===== config.mk =====
export PLATFORM = sky130hd
export DESIGN_NAME = modem_status_unit
export DESIGN_NICKNAME = d
export VERILOG_FILES = /design/src/rtl/msu_pkg.sv /design/src/rtl/msu_sync.sv /design/src/rtl/msu_edge.sv /design/src/rtl/msu_flags.sv /design/src/rtl/modem_status_unit.sv
export SDC_FILE = /design/constraint.sdc
export NUM_CORES = 1
export LEC_CHECK = 0
export CELL_PAD_IN_SITES_DETAIL_PLACEMENT = 1
export CELL_PAD_IN_SITES_GLOBAL_PLACEMENT = 2
export CORE_MARGIN = 2
export CORE_UTILIZATION = 24
export DETAILED_ROUTE_END_ITERATION = 10
export PLACE_DENSITY_LB_ADDON = 0.1
export SLEW_MARGIN = 20
export SYNTH_ARGS = -nofsm -noshare
export SYNTH_HDL_FRONTEND = slang
export SYNTH_SLANG_ARGS = --single-unit

===== constraint.sdc =====
create_clock -name clk -period 3.5 [get_ports clk]
set_clock_uncertainty 0.2 [all_clocks]
set_input_delay 1.05 -clock clk [delete_from_list [all_inputs] [get_ports clk]]
set_output_delay 1.05 -clock clk [all_outputs]
set_load 0.02 [all_outputs]

===== src/rtl/msu_pkg.sv =====
package msu_pkg;
   localparam int LINES   = 4;
   localparam int CTL_W   = 5;
   // status line indices
   localparam int IX_CTS  = 0;
   localparam int IX_DSR  = 1;
   localparam int IX_RI   = 2;
   localparam int IX_DCD  = 3;
   // control bit indices
   localparam int CB_DTR  = 0;
   localparam int CB_RTS  = 1;
   localparam int CB_OUT1 = 2;
   localparam int CB_OUT2 = 3;
   localparam int CB_LOOP = 4;
   // lines whose flag fires only on deassertion
   localparam logic [LINES-1:0] TRAIL_ONLY = 4'b0100;

   typedef logic [LINES-1:0] line_vec_t;
   typedef logic [CTL_W-1:0] ctl_vec_t;
endpackage


===== src/rtl/msu_sync.sv =====
module msu_sync #(
   parameter int            W       = 4,
   parameter int            STAGES  = 2,
   parameter logic [W-1:0]  RST_VAL = '1
) (
   input  logic          clk,
   input  logic          rst_n,
   input  logic [W-1:0]  d_i,
   output logic [W-1:0]  q_o
);
   if (STAGES < 2) begin : g_bad_depth
      $error("msu_sync: STAGES must be at least 2");
   end
   if (W < 1) begin : g_bad_width
      $error("msu_sync: W must be positive");
   end

   logic [W-1:0] stg [STAGES];

   always_ff @(posedge clk or negedge rst_n) begin
      if (!rst_n) stg[0] <= RST_VAL;
      else        stg[0] <= d_i;
   end

   for (genvar i = 1; i < STAGES; i++) begin : g_stage
      always_ff @(posedge clk or negedge rst_n) begin
         if (!rst_n) stg[i] <= RST_VAL;
         else        stg[i] <= stg[i-1];
      end
   end

   assign q_o = stg[STAGES-1];
endmodule


===== src/rtl/msu_edge.sv =====
module msu_edge #(
   parameter int           W          = 4,
   parameter logic [W-1:0] TRAIL_MASK = '0
) (
   input  logic          clk,
   input  logic          rst_n,
   input  logic [W-1:0]  lvl_i,
   output logic [W-1:0]  lvl_q,
   output logic [W-1:0]  delta_o
);
   always_ff @(posedge clk or negedge rst_n) begin
      if (!rst_n) lvl_q <= '0;
      else        lvl_q <= lvl_i;
   end

   for (genvar i = 0; i < W; i++) begin : g_bit
      if (TRAIL_MASK[i]) begin : g_trail
         // asserted -> deasserted only
         assign delta_o[i] = lvl_q[i] & ~lvl_i[i];
      end else begin : g_any
         assign delta_o[i] = lvl_q[i] ^ lvl_i[i];
      end
   end
endmodule


===== src/rtl/msu_flags.sv =====
module msu_flags #(
   parameter int W = 4
) (
   input  logic          clk,
   input  logic          rst_n,
   input  logic          rd_i,
   input  logic [W-1:0]  set_i,
   output logic [W-1:0]  flag_q
);
   always_ff @(posedge clk or negedge rst_n) begin
      if (!rst_n) flag_q <= '0;
      else        flag_q <= (rd_i ? '0 : flag_q) | set_i;
   end

   AST_READ_CLEARS: assert property (@(posedge clk) disable iff (!rst_n)
      rd_i |=> flag_q == $past(set_i));

   AST_SAME_CYCLE_KEPT: assert property (@(posedge clk) disable iff (!rst_n)
      (rd_i && set_i != '0) |=> flag_q != '0);

   AST_FLAG_HOLD: assert property (@(posedge clk) disable iff (!rst_n)
      !rd_i |=> (flag_q & $past(flag_q)) == $past(flag_q));
endmodule


===== src/rtl/modem_status_unit.sv =====
module modem_status_unit
   import msu_pkg::*;
#(
   parameter int        SYNC_STAGES = 2,
   parameter line_vec_t PIN_RST     = '1
) (
   input  logic             clk,
   input  logic             rst_n,
   input  logic             cts_n_i,
   input  logic             dsr_n_i,
   input  logic             ri_n_i,
   input  logic             dcd_n_i,
   input  logic             ctl_wr_i,
   input  logic [CTL_W-1:0] ctl_wdata_i,
   input  logic             stat_rd_i,
   input  logic             msi_en_i,
   output logic [7:0]       stat_o,
   output logic             dtr_n_o,
   output logic             rts_n_o,
   output logic             out1_n_o,
   output logic             out2_n_o,
   output logic             irq_o
);
   localparam int STAT_W = 2 * LINES;
   if (STAT_W != 8) begin : g_bad_stat
      $error("modem_status_unit: status word must be 8 bits");
   end

   ctl_vec_t  ctl_q;
   line_vec_t pin_raw, pin_sync, lvl_eff, lvl_q, delta, flag_q, loop_lvl;

   // control register
   always_ff @(posedge clk or negedge rst_n) begin
      if (!rst_n)        ctl_q <= '0;
      else if (ctl_wr_i) ctl_q <= ctl_wdata_i;
   end

   // output pins: inactive high in loopback
   assign dtr_n_o  = ctl_q[CB_LOOP] | ~ctl_q[CB_DTR];
   assign rts_n_o  = ctl_q[CB_LOOP] | ~ctl_q[CB_RTS];
   assign out1_n_o = ctl_q[CB_LOOP] | ~ctl_q[CB_OUT1];
   assign out2_n_o = ctl_q[CB_LOOP] | ~ctl_q[CB_OUT2];

   assign pin_raw[IX_CTS] = cts_n_i;
   assign pin_raw[IX_DSR] = dsr_n_i;
   assign pin_raw[IX_RI]  = ri_n_i;
   assign pin_raw[IX_DCD] = dcd_n_i;

   msu_sync #(.W(LINES), .STAGES(SYNC_STAGES), .RST_VAL(PIN_RST)) u_sync (
      .clk   (clk),
      .rst_n (rst_n),
      .d_i   (pin_raw),
      .q_o   (pin_sync)
   );

   // loopback source: control bits wired back to the status lines
   assign loop_lvl[IX_CTS] = ctl_q[CB_RTS];
   assign loop_lvl[IX_DSR] = ctl_q[CB_DTR];
   assign loop_lvl[IX_RI]  = ctl_q[CB_OUT1];
   assign loop_lvl[IX_DCD] = ctl_q[CB_OUT2];

   assign lvl_eff = ctl_q[CB_LOOP] ? loop_lvl : ~pin_sync;

   msu_edge #(.W(LINES), .TRAIL_MASK(TRAIL_ONLY)) u_edge (
      .clk     (clk),
      .rst_n   (rst_n),
      .lvl_i   (lvl_eff),
      .lvl_q   (lvl_q),
      .delta_o (delta)
   );

   msu_flags #(.W(LINES)) u_flags (
      .clk    (clk),
      .rst_n  (rst_n),
      .rd_i   (stat_rd_i),
      .set_i  (delta),
      .flag_q (flag_q)
   );

   assign stat_o = {lvl_q, flag_q};
   assign irq_o  = msi_en_i & (|flag_q);

   AST_RI_TRAIL_ONLY: assert property (@(posedge clk) disable iff (!rst_n)
      $rose(flag_q[IX_RI]) |-> $fell(lvl_q[IX_RI]));

   for (genvar i = 0; i < LINES; i++) begin : g_chk
      if (!TRAIL_ONLY[i]) begin : g_both
         AST_CHANGE_FLAGGED: assert property (@(posedge clk) disable iff (!rst_n)
            (lvl_q[i] != $past(lvl_q[i])) |-> flag_q[i]);
      end
   end

   AST_LOOP_PINS_IDLE: assert property (@(posedge clk) disable iff (!rst_n)
      ctl_q[CB_LOOP] |-> (dtr_n_o && rts_n_o && out1_n_o && out2_n_o));

   AST_LOOP_CTS_MAP: assert property (@(posedge clk) disable iff (!rst_n)
      ctl_q[CB_LOOP] |=> lvl_q[IX_CTS] == $past(ctl_q[CB_RTS]));

   AST_IRQ_GATED: assert property (@(posedge clk) disable iff (!rst_n)
      irq_o |-> (msi_en_i && stat_o[3:0] != 4'b0));
endmodule


==> results.json <==
{
  "critPathMaxFanout": 1,
  "grt_usage": 0.0944,
  "htree_levels": 1,
  "vias": 524,
  "die-area_sq_mm": 0.00376,
  "power_density_mw_per_mm2": 472,
  "placed_area_sq_mm": 0.00110,
  "synthToLayoutAreaGrowth_pct": 43.2,
  "hp-class": "reg -> reg",
  "ctsHoldBuffers": 0,
  "synth_cell_type_count": 15,
  "synth_fp_nets": 71,
  "rrSetupSlack_ns": 2.08,
  "die_x_um": 61.3,
  "leakage_nw": 0.470,
  "report.power.total_mw": 0.532,
  "initial_core_util": 0.256,
  "synth.avg_cell_area_sq_um": 13.8,
  "highest_layer": "met4",
  "fin_area_sq_mm": 0.00113,
  "clkTransAtPathRegs_ns": 0.10,
  "clockBufferDepth": 2,
  "vias_per_cell": 4.00,
  "slew_violations": 0,
  "post_cts_buffers": 0,
  "first_pass_iters": 4,
  "drc": 0,
  "finalHoldViolCount": 0,
  "grt_pass1_vias": 529,
  "ys.warnings.count": 0,
  "drive_above_1_share": 0.195,
  "port_buffers": 26,
  "fin_crit_ns": 3.09,
  "die_y_um": 61.3,
  "status": "finished, final reports clean",
  "totalWireLength_um": 1470,
  "arrival_ns": 1.84,
  "setup_tns_ns": 0,
  "finish.utilization": 0.367,
  "cts_tree": "done",
  "antenna_found_initial": 0,
  "max_cap_viol_count": 0,
  "yosysSeqAreaShare": 0.679,
  "worstMarginPinSlew_ns": 0.869,
  "netlist_area_sq_um": 788,
  "rsz0062_at_grt": "no",
  "ios": 27,
  "grt_pass1_wl_um": 2460,
  "max_freq_ghz": 0.323,
  "relSlewSlack": 0.419,
  "layout.nets": 102,
  "wl_per_cell_um": 11.2,
  "wl_met3_um": 133,
  "slowest_stage": "clkdlybuf4s50_1",
  "drtIter0Drc": 9,
  "crit_chain": "clkdlybuf4s50_1 > o41a_1 > dlymetal6s2s_1",
  "critPathRequiredTime_ns": 2.25,
  "overflow": 0,
  "clk_latency_ns": 0.29,
  "vdd_drop_max_v": 0.000269,
  "fp-row-count": 20,
  "cts_sinks": 21,
  "gp_congestion": 0.622,
  "antenna_left": 0,
  "path_class": "in -> out",
  "synthCells": 57,
  "core_area_sq_mm": 0.00308,
  "fill_cells": 362,
  "max_stage_delay_ns": 0.46,
  "m1WireLength_um": 585,
  "wl_met2_um": 739,
  "diodes": 0,
  "end_kind": "output port",
  "synth-seq-cells": 21,
  "fin_crit_sh": 0.884,
  "dp_hpwl_um": 1080,
  "cts_resized": 0,
  "grt_start_max_net_pins": 20,
  "cts_buffers": 3,
  "clockRootBuffer": "clkbuf_4",
  "startpoint_type": "input port",
  "setup_violations": 0
}
worst paths after layout:
kind                                    startpoint                           to  depth (start not counted)
min in group asynchronous                    rst_n    u_edge.lvl_q[0]$_DFF_PN0_                          1
max reg2reg                   ctl_q[4]$_DFFE_PN0P_  u_flags.flag_q[0]$_DFF_PN0_                          2
max in group asynchronous                    rst_n      u_sync.stg[4]$_DFF_PN1_                          2
min                        u_sync.stg[7]$_DFF_PN1_      u_sync.q_o[3]$_DFF_PN1_                          0
max                                       msi_en_i                        irq_o                          3
min reg2reg                u_sync.stg[7]$_DFF_PN1_      u_sync.q_o[3]$_DFF_PN1_                          0
through the flow:
stage               hold slack (ns)  worst slack, ns  instances
floorplan                     0.145            0.958         57
global placement              0.146           0.0258        127
detailed placement            0.147           0.0218        127
CTS                           0.165           0.0168        131
global route                  0.168            0.381        131
finish                        0.161            0.405        131
Yosys cell counts (all sizes together):
cell type   n  area [sq um]
nand2b      4          25.0
mux2i       5          62.6
dfstp       8           210
nor2        3          11.3
nor2b       6          37.5
o41a        1          11.3
o21ai       4          23.8
buf         1          11.3
mux2        3          33.8
nand2       4          15.0
inv         4          15.0
dfrtp      13           325
o22ai       1          6.26
sequential cells by signal (all words and copies together) (netlist names):
register,cells
ctl_q,5
u_edge.lvl_q,4
u_flags.flag_q,4
u_sync.q_o,4
u_sync.stg,4
worst max-delay path: cells and delay by family:
family                 cells  cell delay, ns
buffers and inverters      2            0.68
AO/OA/AOI/OAI              1            0.12
power by group:
part | switching [mW] | internal (mW) | total (mW)
Clock | 0.0662 | 0.0443 | 0.111
Sequential | 0.0193 | 0.272 | 0.291
Combinational | 0.0597 | 0.0710 | 0.131
per-layer routing:
metal | up-vias | global-route usage
met5 | - | 0
met4 | 0 | 0.0280
met3 | 2 | 0.0441
met2 | 20 | 0.155
met1 | 259 | 0.110
li1 | 243 | -
layout make-up:
type,instances,area (sq um),share of cell area
clock buffers,4,26.3,0.0233
inverters,4,15.0,0.0133
multi-input cells,31,226,0.201
flip-flops and latches,21,536,0.475
well taps,44,55.1,0.0488
repair buffers,27,270,0.239
cell families (layout without fill, tap and decap cells):
kind of cell    after synthesis  count (layout)  synth area share
compound gates                6               6            0.0524
mux                           8               8             0.122
buf+inv                       5              35            0.0333
simple gates                 17              17             0.113
flops                        21              21             0.679
cells in the final DEF (no fill, tap or decap):
cell type	Yosys	routed
inv_1	4	4
dlymetal6s2s_1	0	1
o22ai_1	1	1
clkdlybuf4s50_1	0	25
o21ai_2	1	1
dfstp_2	8	8
mux2_2	3	3
o41a_1	1	1
nand2_1	4	4
nor2b_1	6	6
nor2_1	3	3
buf_4	0	1
mux2i_4	1	1
mux2i_1	4	4
o21ai_0	3	3
clkbuf_1	0	1
clkbuf_4	0	3
nand2b_1	4	4
dfrtp_1	13	13
Power figures use the tool's default switching activity.
